**src/rtl/sps_pkg.sv**
```systemverilog
package sps_pkg;
  typedef enum logic {
    SCAN_IDLE = 1'b0,
    SCAN_RUN  = 1'b1
  } scan_state_e;
endpackage

```
**src/rtl/sps_lowest_one.sv**
```systemverilog
module sps_lowest_one #(
  parameter int N  = 32,
  parameter int IW = $clog2(N)
) (
  input  logic [N-1:0]  vec,
  output logic [N-1:0]  onehot,
  output logic [IW-1:0] idx
);
  // isolate the lowest set bit
  assign onehot = vec & (~vec + N'(1));

  always_comb begin
    idx = '0;
    for (int i = N - 1; i >= 0; i--) begin
      if (vec[i]) idx = IW'(i);
    end
  end
endmodule

```
**src/rtl/sps_prefix_count.sv**
```systemverilog
module sps_prefix_count #(
  parameter int N  = 32,
  parameter int IW = $clog2(N)
) (
  input  logic [N-1:0]  mask,
  input  logic [N-1:0]  sel_onehot,
  output logic [IW-1:0] count
);
  logic [N-1:0] below;

  assign below = sel_onehot - N'(1);

  always_comb begin
    count = '0;
    for (int i = 0; i < N; i++) begin
      if (below[i] && mask[i]) count = count + IW'(1);
    end
  end
endmodule

```
**src/rtl/sps_tracker.sv**
```systemverilog
module sps_tracker
  import sps_pkg::*;
#(
  parameter int N = 32
) (
  input  logic         clk,
  input  logic         rst_n,
  input  logic         start,
  input  logic [N-1:0] wmask,
  input  logic [N-1:0] amask,
  input  logic         fire,
  input  logic [N-1:0] issued_onehot,
  output logic         busy,
  output logic [N-1:0] work_q,
  output logic [N-1:0] wm_q,
  output logic [N-1:0] am_q
);
  scan_state_e  state_q, state_d;
  logic [N-1:0] work_d;
  logic         cap_en;
  logic         work_en;

  always_comb begin
    state_d = state_q;
    work_d  = work_q;
    cap_en  = 1'b0;
    work_en = 1'b0;
    unique case (state_q)
      SCAN_IDLE: begin
        if (start) begin
          cap_en  = 1'b1;
          work_en = 1'b1;
          work_d  = wmask & amask;
          state_d = SCAN_RUN;
        end
      end
      SCAN_RUN: begin
        if (work_q == '0) begin
          state_d = SCAN_IDLE;
        end else if (fire) begin
          work_en = 1'b1;
          work_d  = work_q & ~issued_onehot;
        end
      end
      default: state_d = SCAN_IDLE;
    endcase
  end

  always_ff @(posedge clk or negedge rst_n) begin
    if (!rst_n) begin
      state_q <= SCAN_IDLE;
      work_q  <= '0;
    end else begin
      state_q <= state_d;
      if (work_en) work_q <= work_d;
    end
  end

  // mask copies need no reset: only read while busy
  always_ff @(posedge clk) begin
    if (cap_en) begin
      wm_q <= wmask;
      am_q <= amask;
    end
  end

  assign busy = (state_q == SCAN_RUN);
endmodule

```
**src/rtl/sparse_pair_scan.sv**
```systemverilog
module sparse_pair_scan #(
  parameter int N = 32
) (
  input  logic                 clk,
  input  logic                 rst_n,
  input  logic                 start,
  input  logic [N-1:0]         wmask,
  input  logic [N-1:0]         amask,
  input  logic                 out_ready,
  output logic                 out_valid,
  output logic [$clog2(N)-1:0] out_pos,
  output logic [$clog2(N)-1:0] out_waddr,
  output logic [$clog2(N)-1:0] out_aaddr,
  output logic                 done
);
  localparam int IW = $clog2(N);

  logic         busy;
  logic [N-1:0] work_q;
  logic [N-1:0] wm_q;
  logic [N-1:0] am_q;
  logic [N-1:0] low_onehot;
  logic         fire;
  logic         remaining;

  sps_tracker #(.N(N)) u_track (
    .clk          (clk),
    .rst_n        (rst_n),
    .start        (start),
    .wmask        (wmask),
    .amask        (amask),
    .fire         (fire),
    .issued_onehot(low_onehot),
    .busy         (busy),
    .work_q       (work_q),
    .wm_q         (wm_q),
    .am_q         (am_q)
  );

  sps_lowest_one #(.N(N), .IW(IW)) u_lod (
    .vec   (work_q),
    .onehot(low_onehot),
    .idx   (out_pos)
  );

  sps_prefix_count #(.N(N), .IW(IW)) u_wcnt (
    .mask      (wm_q),
    .sel_onehot(low_onehot),
    .count     (out_waddr)
  );

  sps_prefix_count #(.N(N), .IW(IW)) u_acnt (
    .mask      (am_q),
    .sel_onehot(low_onehot),
    .count     (out_aaddr)
  );

  assign remaining = |work_q;
  assign out_valid = busy && remaining;
  assign done      = busy && !remaining;
  assign fire      = out_valid && out_ready;
endmodule

```
**config.mk**
```make
export PLATFORM = sky130hd
export DESIGN_NAME = sparse_pair_scan
export DESIGN_NICKNAME = d
export VERILOG_FILES = /design/src/rtl/sps_pkg.sv /design/src/rtl/sps_lowest_one.sv /design/src/rtl/sps_prefix_count.sv /design/src/rtl/sps_tracker.sv /design/src/rtl/sparse_pair_scan.sv
export SDC_FILE = /design/constraint.sdc
export NUM_CORES = 1
export LEC_CHECK = 0
export BUFFER_PORTS_ARGS = -buffer_cell sky130_fd_sc_hd__buf_2
export CAP_MARGIN = 20
export CORE_MARGIN = 4
export CORE_UTILIZATION = 46
export DETAILED_ROUTE_END_ITERATION = 8
export PLACE_DENSITY = 0.74
export SETUP_SLACK_MARGIN = 0.15
export SYNTH_ARGS = -nofsm -noshare
export SYNTH_HDL_FRONTEND = slang
export SYNTH_HIERARCHICAL = 1
export SYNTH_SLANG_ARGS = --single-unit
```
**constraint.sdc**
```tcl
create_clock -name clk -period 25.5 [get_ports clk]
set_input_delay 3.825 -clock clk [delete_from_list [all_inputs] [get_ports clk]]
set_output_delay 3.825 -clock clk [all_outputs]
set_load 0.01 [all_outputs]
```
==> flow_summary.toml <==
[floorplanning]
core_area_um2 = 31700
die_area_um2 = 35200
rows = 65
fp.dieW_um = 188
start_util_pct = 46.8
dieHeight_um = 188
io_pins = 85

[sta]
hold_viol_final = 0
slew_headroom_pct = 30.1
fin_crit_sh_pct = 89.7
fin_setup_tns_ns = 0
finClkSkew_ns = 0.00912
period_needed_ns = 22.89
rsz0062_at_grt = "false"
setup_violations = 0
slew_violations = 0
fin_ws_ns = 2.61
tightestPinTransition_ns = 1.04
fmax_ghz = 0.0437

[setup_path]
required_ns = 21.67
cpMostUsedCell = "ha_1"
critPathBufInv = 3
worstPathArrival_ns = 19.06
rrSetupSlack_ns = 22.30
cpLargestDelayFamily = "adder cells"
slowest_stage = "nor2_1"
timing.rr.start = "u_track/work_q[0]"
critPathKind = "reg2out"
cp-start-kind = "register"
endpoint_kind = "output port"
slowest_delay_ns = 0.93
startpoint = "u_track/work_q[0]"
crit_fanout = 25

[min_path]
worstHoldStart = "u_track/busy"
hp-class = "reg2reg"

[logic_synthesis]
synth_area_um2 = 14800
synth_top_area_share_pct = 12.9
yosysMostFrequentCell = "xnor2_1"
synthTopCellsByCount = "170 x xnor2_1, 150 x nand2_1, 123 x nor2_1"
synth_simple_gate_area_share_pct = 26.0
yosysSeqAreaShare_pct = 18.5
synth_compound_area_share_pct = 19.0
postSynthCellCount = 1760
synth_top_cell_by_area = "edfxtp_1"
synth_edf_count = 64
ys_types = 111
synth_adder_area_share_pct = 5.80
synthXorXnorAreaFrac_pct = 23.9
yosys-top-cells-area = "edfxtp_1 13%, xnor2_1 10%, ha_1 5.7%"
synth_ff_type = "edfxtp_1"
muxShareOfSynthArea_pct = 3.05
synth-warning-count = 6
async_flop_share_pct = 34.0
ys_ff_latch = 97
post_synth.cell_area_avg_um2 = 8.44
synth_nets = 1896
synth_top_family_by_area = "simple AND/OR/NAND/NOR gates"

[clock_network]
cts_root_buffer = "clkbuf_16"
cts_buffers = 9
cts_hold_buf = 0
cts_setup_buffers = 0
cts.sink_count = 97
clockBufferDepth = 2
clk_pin_slew_worst_paths_ns = 0.07
cts_tree = "done"
ctsHtreeMaxLevel = 3
clkLatencyLatePin_ns = 0.36
post_cts_resized = 0

[cells_and_area]
n_fill_cell = 3024
layout.nets = 1953
fin_area_um2 = 15900
layout-drive-gt1-share_pct = 14.2
area_growth_pct = 7.41
seqCellArea_um2 = 2750
multiInputGateArea_um2 = 11600
fin_cells = 2225

[place]
dpl-instance-area_um2 = 15600
hpwlAfterDp_um = 30300
dp_cells = 2208
place_congestion = 0.920
port_buffers = 84
dp_slack_ns = 3.13

[global_route]
grt_pass1_wl_um = 62500
antenna_found_initial = 0
grt_overflow = 0
grt_pass1_vias = 12645
grt.total_usage_pct = 20.9
grt_start_max_net_pins = 74

[routing]
wl_um = 38100
dr.pass1.iters = 5
vias = 13272
drt_iter0_drc = 1010
drt.antenna.violating_nets = 0
avgViaCountPerCell = 5.96
routedWlPerCell_um = 17.1
drcViolationCount = 0

[job]
cap_violations = 0

[status]
status = "complete, no violations"
[routing by layer]
layer  share of wire [%]  GRT usage, %  vias to the layer above
met4                 1.8          4.43                        0
met1                  44          27.8                     6265
met3                 5.8          3.33                       46
met2                  48          35.9                      361
li1                    -             -                     6600
met5                   0             0                        -
[through the flow]
stage | utilization, % | hold WS, ns
2_1_floorplan | - | 0.553
3_3_place_gp | 49.3 | 0.584
3_5_place_dp | 49.3 | 0.601
4_1_cts | 50.3 | 0.614
5_1_grt | 50.3 | 0.658
6_report | 50.3 | 0.613
[cells by family after synthesis]
logic type / Yosys count
buf+inv: 129
fa+ha+maj: 69
xor+xnor: 311
simple gates: 702
compound gates: 408
mux: 44
flops: 97
[worst register-to-register path: cells and delay by family (launching register included)]
family	cells	cell delay, ns
compound gates	1	0.10
simple gates	4	2.30
flops	1	0.67
[area by class of cell]
| type | count | area share (%) |
|---|---|---|
| flip-flops and latches | 97 | 17.2 |
| repair buffers | 96 | 3.20 |
| clock inverters | 5 | 0.377 |
| clock buffers | 11 | 1.66 |
| diodes | 1 | 0.0157 |
| well taps | 402 | 3.15 |
| inverters | 79 | 1.89 |
| multi-input cells | 1534 | 72.5 |
[final timing paths]
| check | cells after the start | to |
|---|---|---|
| setup / recovery | 87 | out_waddr[4] |
| hold / removal | 2 | u_track/busy |
| setup reg to reg | 5 | u_track/work_q[26] |
| hold reg to reg | 2 | u_track/busy |
| max in group asynchronous | 1 | u_track/work_q[28] |
| min in group asynchronous | 1 | u_track/busy |
[registers in the layout (all words and copies together), names as in the netlist]
| name | flops |
|---|---|
| u_track/busy | 1 |
| u_track/wm_q | 32 |
| u_track/am_q | 32 |
| u_track/work_q | 32 |
[cell usage in the layout, fill, tap and decap left out, types with 34 or more instances in the layout]
| cell type | instances |
|---|---|
| xnor2_1 | 170 |
| nand2_1 | 150 |
| nor2_1 | 123 |
| a21oi_1 | 106 |
| buf_2 | 84 |
| xor2_1 | 78 |
| inv_1 | 72 |
| ha_1 | 68 |
| edfxtp_1 | 64 |
| o21ai_0 | 61 |
| and3_1 | 55 |
| nor3_1 | 47 |
| nor4_1 | 43 |
| nand3_1 | 42 |
| nand2b_1 | 37 |
| mux2i_1 | 34 |
Power is left out: the tool's default activity adds up to more than one toggle a clock period on the data nets, which glitch-free logic cannot reach.
